**config.mk**
```make
export PLATFORM = sky130hd
export DESIGN_NAME = sgp_event_det
export DESIGN_NICKNAME = d
export VERILOG_FILES = /design/src/rtl/sgp_evt_pkg.sv /design/src/rtl/sgp_evt_bank.sv /design/src/rtl/sgp_evt_regport.sv /design/src/rtl/sgp_event_det.sv
export SDC_FILE = /design/constraint.sdc
export NUM_CORES = 1
export LEC_CHECK = 0
export BUFFER_PORTS_ARGS = -buffer_cell sky130_fd_sc_hd__buf_2
export CORE_ASPECT_RATIO = 0.5
export CORE_UTILIZATION = 25
export DETAILED_ROUTE_END_ITERATION = 10
export SLEW_MARGIN = 20
export SYNTH_ARGS = -nofsm -noshare
export SYNTH_HDL_FRONTEND = slang
export SYNTH_HIERARCHICAL = 1
export SYNTH_SLANG_ARGS = --single-unit
```
**constraint.sdc**
```tcl
create_clock -name clk -period 2.5 [get_ports clk]
set_clock_uncertainty 0.2 [all_clocks]
set_input_delay 0.5 -clock clk [delete_from_list [all_inputs] [get_ports clk]]
set_output_delay 0.5 -clock clk [all_outputs]
set_load 0.02 [all_outputs]
```
**src/rtl/sgp_evt_pkg.sv**
```systemverilog
package sgp_evt_pkg;

    localparam int CFG_BASE  = 'h10;
    localparam int STAT_BASE = 'h20;

    typedef enum logic [1:0] {
        SENSE_OFF  = 2'b00,
        SENSE_RISE = 2'b01,
        SENSE_FALL = 2'b10,
        SENSE_BOTH = 2'b11
    } sense_e;

    typedef enum logic {
        ACC_BYTE = 1'b0,
        ACC_HALF = 1'b1
    } acc_e;

    typedef struct packed {
        logic up;
        logic down;
    } transition_t;

    function automatic transition_t classify(input logic prev, input logic cur);
        transition_t t;
        t.up   = ~prev & cur;
        t.down = prev & ~cur;
        return t;
    endfunction

    function automatic logic sense_match(input sense_e m, input transition_t t);
        logic r;
        unique case (m)
            SENSE_OFF:  r = 1'b0;
            SENSE_RISE: r = t.up;
            SENSE_FALL: r = t.down;
            default:    r = t.up | t.down;
        endcase
        return r;
    endfunction

endpackage

```
**src/rtl/sgp_evt_bank.sv**
```systemverilog
module sgp_evt_bank
    import sgp_evt_pkg::*;
#(
    parameter int PINS = 8
) (
    input  logic              clk,
    input  logic              rst,
    input  logic              sample,
    input  logic              compare,
    input  logic [PINS-1:0]   level,
    input  logic [2*PINS-1:0] sense,
    input  logic [PINS-1:0]   clr,
    output logic [PINS-1:0]   status,
    output logic [PINS-1:0]   armed,
    output logic [PINS-1:0]   hit
);

    logic [PINS-1:0] prev_q;
    logic [PINS-1:0] stat_q;

    for (genvar p = 0; p < PINS; p++) begin : g_pin
        sense_e      mode_p;
        transition_t tr_p;
        assign mode_p   = sense_e'(sense[2*p +: 2]);
        assign tr_p     = classify(prev_q[p], level[p]);
        assign hit[p]   = sample & compare & sense_match(mode_p, tr_p);
        assign armed[p] = |sense[2*p +: 2];
    end

    always_ff @(posedge clk) begin
        if (rst) begin
            prev_q <= '0;
            stat_q <= '0;
        end else begin
            if (sample) prev_q <= level;
            stat_q <= (stat_q & ~clr) | hit;
        end
    end

    assign status = stat_q;

endmodule

```
**src/rtl/sgp_evt_regport.sv**
```systemverilog
module sgp_evt_regport
    import sgp_evt_pkg::*;
#(
    parameter int NBANK = 8,
    parameter int PINS  = 8,
    parameter int AW    = 6
) (
    input  logic                    clk,
    input  logic                    rst,
    input  logic                    wr_en,
    input  logic                    size,
    input  logic [AW-1:0]           addr,
    input  logic [2*PINS-1:0]       wdata,
    output logic [2*PINS-1:0]       rdata,
    input  logic [NBANK*PINS-1:0]   stat_i,
    output logic [NBANK*2*PINS-1:0] cfg_o,
    output logic [NBANK*PINS-1:0]   clr_o
);

    localparam int CFGW = 2 * PINS;
    localparam int HALF = CFGW / 2;
    localparam int BW   = (NBANK > 1) ? $clog2(NBANK) : 1;

    logic [AW-1:0] cfg_off;
    logic [AW-1:0] stat_off;
    logic          cfg_hit;
    logic          stat_hit;
    logic [BW-1:0] cfg_bank;
    logic [BW-1:0] stat_bank;
    logic          hi_lane;
    acc_e          acc;

    assign acc       = acc_e'(size);
    assign cfg_off   = addr - AW'(CFG_BASE);
    assign stat_off  = addr - AW'(STAT_BASE);
    assign cfg_hit   = (addr >= AW'(CFG_BASE)) && (addr < AW'(CFG_BASE + 2*NBANK));
    assign stat_hit  = (addr >= AW'(STAT_BASE)) && (addr < AW'(STAT_BASE + NBANK));
    assign cfg_bank  = cfg_off[BW:1];
    assign stat_bank = stat_off[BW-1:0];
    assign hi_lane   = addr[0];

    for (genvar b = 0; b < NBANK; b++) begin : g_bank
        logic [CFGW-1:0] word_q;
        logic            sel_cfg;
        logic            sel_stat;

        assign sel_cfg  = wr_en && cfg_hit && (cfg_bank == BW'(b));
        assign sel_stat = wr_en && stat_hit && (stat_bank == BW'(b));

        always_ff @(posedge clk) begin
            if (rst) begin
                word_q <= '0;
            end else if (sel_cfg) begin
                if (acc == ACC_HALF)  word_q <= wdata;
                else if (hi_lane)     word_q[CFGW-1:HALF] <= wdata[HALF-1:0];
                else                  word_q[HALF-1:0]    <= wdata[HALF-1:0];
            end
        end

        assign cfg_o[b*CFGW +: CFGW] = word_q;
        assign clr_o[b*PINS +: PINS] = sel_stat ? wdata[PINS-1:0] : '0;
    end

    always_comb begin
        logic [CFGW-1:0] word;
        word  = cfg_o[cfg_bank*CFGW +: CFGW];
        rdata = '0;
        if (cfg_hit) begin
            if (acc == ACC_HALF) rdata = word;
            else if (hi_lane)    rdata = CFGW'(word[CFGW-1:HALF]);
            else                 rdata = CFGW'(word[HALF-1:0]);
        end else if (stat_hit) begin
            rdata = CFGW'(stat_i[stat_bank*PINS +: PINS]);
        end
    end

endmodule

```
**src/rtl/sgp_event_det.sv**
```systemverilog
module sgp_event_det
    import sgp_evt_pkg::*;
#(
    parameter int NBANK = 8,
    parameter int PINS  = 8,
    parameter int AW    = 6
) (
    input  logic                  clk,
    input  logic                  rst,
    input  logic                  scan_en,
    input  logic                  scan_done,
    input  logic [NBANK*PINS-1:0] scan_data,
    input  logic                  reg_wr,
    input  logic                  reg_size,
    input  logic [AW-1:0]         reg_addr,
    input  logic [2*PINS-1:0]     reg_wdata,
    output logic [2*PINS-1:0]     reg_rdata,
    output logic                  irq
);

    localparam int NPIN = NBANK * PINS;
    localparam int CFGW = 2 * PINS;

    logic              base_valid;
    logic              sample;
    logic [NBANK*CFGW-1:0] cfg_flat;
    logic [NPIN-1:0]   clr_flat;
    logic [NPIN-1:0]   stat_flat;
    logic [NPIN-1:0]   armed_flat;
    logic [NPIN-1:0]   hit_flat;

    assign sample = scan_done & scan_en;

    always_ff @(posedge clk) begin
        if (rst || !scan_en) base_valid <= 1'b0;
        else if (scan_done)  base_valid <= 1'b1;
    end

    sgp_evt_regport #(
        .NBANK (NBANK),
        .PINS  (PINS),
        .AW    (AW)
    ) u_regs (
        .clk    (clk),
        .rst    (rst),
        .wr_en  (reg_wr),
        .size   (reg_size),
        .addr   (reg_addr),
        .wdata  (reg_wdata),
        .rdata  (reg_rdata),
        .stat_i (stat_flat),
        .cfg_o  (cfg_flat),
        .clr_o  (clr_flat)
    );

    for (genvar b = 0; b < NBANK; b++) begin : g_bank
        sgp_evt_bank #(
            .PINS (PINS)
        ) u_bank (
            .clk     (clk),
            .rst     (rst),
            .sample  (sample),
            .compare (base_valid),
            .level   (scan_data[b*PINS +: PINS]),
            .sense   (cfg_flat[b*CFGW +: CFGW]),
            .clr     (clr_flat[b*PINS +: PINS]),
            .status  (stat_flat[b*PINS +: PINS]),
            .armed   (armed_flat[b*PINS +: PINS]),
            .hit     (hit_flat[b*PINS +: PINS])
        );
    end

    assign irq = |(stat_flat & armed_flat);

endmodule

```
==> flow_metrics.tcl <==
set metrics [dict create \
    fmax_mhz 311 \
    cts_tree "yes" \
    hold_start "scan_data[41]" \
    grt_usage_pct 19.1 \
    syn-num-nets 2153 \
    end_kind "primary output" \
    syn_avg_cell_area_um2 8.35 \
    tightest_slew_ns 0.680 \
    setup_violations 17 \
    totalPowerFinal_mw 9.97 \
    min_period_over_period_pct 129 \
    slew_headroom_pct 54.6 \
    start_util_pct 25.4 \
    cts-buffers-inserted 29 \
    ant_nets 0 \
    hold_depth 3 \
    rsz0062_at_grt "true" \
    io_pins 109 \
    cellLeakagePower_nw 9.36 \
    nets 2526 \
    hpwlAfterDp_mm 50.3 \
    core_mm2 0.0634 \
    remaining_drc_errors 0 \
    power_density_mw_per_mm2 461 \
    syn_inst 1933 \
    wirelength_mm 64.3 \
    arrival_ns 2.52 \
    avgViaCountPerCell 4.90 \
    grt_pass1_wl_mm 94.6 \
    grt_max_degree 63 \
    placed_area_mm2 0.0195 \
    hold_path.class "in2reg" \
    syn_area_mm2 0.0161 \
    reg2reg_slack_ns 0.51 \
    fillers 6542 \
    dieHeight_um 182 \
    wl_per_cell_um 20.3 \
    clkTransAtPathRegs_ns 0.06 \
    drive_gt1_share_pct 28.3 \
    setup_slack_ns -0.715 \
    fin_cells 3165 \
    rows 65 \
    finalHoldViolCount 0 \
    maxSlewViolCount 0 \
    final.setup.tns_ns -4.44 \
    crit_required_ns 1.80 \
    drv_cap 0 \
    worstRegToRegCells 4 \
    cts_buffer_depth 3 \
    gp_congestion 0.974 \
    cts_sinks 257 \
    ys_warn_count 6 \
    port_buffers 108 \
    dr.first_iter.drc_count 1539 \
    die_width_um 361 \
    antenna_found_initial 1 \
    period_minus_slack_ns 3.22 \
    r2r_end "base_valid" \
    syn_to_final_growth_pct 34.1 \
    violations "setup timing" \
    crit_path_max_fanout 2 \
    grt_pass1_vias 14800 \
    stdcell_area_mm2 0.0216 \
    cts_root_buf "clkbuf_16" \
    cp-start-kind "register" \
    first_pass_iters 5 \
    overflow 0 \
    route.vias.total 15500 \
    placed_cells 3064 \
    whs_endpoint "g_bank[5].u_bank/prev_q[1]" \
    die_area_mm2 0.0657 \
    cts_max_level 1 \
    vdd_drop_max_mv 0.462 \
    insertion_delay_ns 0.58 \
    worst-setup-path-type "reg2out" \
    pre_cts_slack_ns -0.413 \
    status "finished with violations" \
    r2r-start "base_valid" \
]
report_power, final:
part / leakage [nW] / internal (mW) / switching [mW] / total, mW
clock: 0.471 / 2.61 / 1.86 / 4.47
sequential: 2.10 / 4.16 / 0.0510 / 4.22
combinational: 6.79 / 0.530 / 0.753 / 1.28
total: 9.36 / 7.31 / 2.67 / 9.97
worst max-delay path by stage:
stage	startpoint	endpoint	cells after the start
global route	u_regs/g_bank[2].word_q[11]	irq	6
global placement	u_regs/g_bank[3].word_q[9]	irq	6
floorplan	reg_addr[2]	reg_rdata[3]	6
detailed placement	u_regs/g_bank[3].word_q[9]	irq	6
CTS	u_regs/g_bank[1].word_q[3]	irq	6
finish	u_regs/g_bank[0].word_q[11]	irq	5
critical path, stage by stage, from the launching register on:
cell and delay, ns:
dfxtp_2 0.32, or2_2 0.39, a221oi_2 0.35, nand4_1 0.13, or4_4 0.59, buf_6 0.16
layer usage:
layer  vias up  part of all wire [%]  track usage (%)  routed length (um)
met4         0                   3.9             7.25                2520
met2       543                    48             33.6               31200
li1       7388                     -                -                   -
met5         -                     0                0                   0
met1      7453                    41             23.5               26600
met3       136                   6.3             2.99                4030
final cells by class:
| cell class | count | area (um^2) | share of cell area (%) |
|---|---|---|---|
| Clock inverter | 11 | 141 | 0.653 |
| Antenna cell | 1 | 2.50 | 0.0116 |
| Tap cell | 837 | 1050 | 4.84 |
| Inverter | 130 | 488 | 2.25 |
| Sequential cell | 257 | 5190 | 24.0 |
| Multi-Input combinational cell | 1442 | 10300 | 47.6 |
| Clock buffer | 41 | 831 | 3.84 |
| Timing Repair Buffer | 446 | 3640 | 16.8 |
through the flow:
step,util [%],hold slack (ns)
5_1_grt,34.1,0.0179
6_report,34.1,0.0181
3_3_place_gp,30.7,0.290
2_1_floorplan,-,0.239
4_1_cts,33.7,0.000228
3_5_place_dp,30.7,0.303
cells in the final DEF (no fill, tap or decap), types with 65 or more instances in the layout:
cell type and instances:
buf_4 239, dfxtp_1 220, nor2_1 215, nand2_1 212, mux2i_1 133, inv_1 130, ha_1 128, buf_2 89
buf_6 72, and2_1 66, a21oi_1 65
registers in the layout, indices dropped and copies added (netlist names):
register / flops
g_bank.u_bank/status: 64
g_bank.u_bank/prev_q: 64
u_regs/g_bank.word_q: 128
base_valid: 1
timing repair:
action                     CTS  global route
hold buffers                32             0
setup endpoints to repair   17            17
hold endpoints to repair    31             0
resized for setup          145            65
pin swaps                   38            20
buffers inserted             5            19
Power figures use the tool's default switching activity.
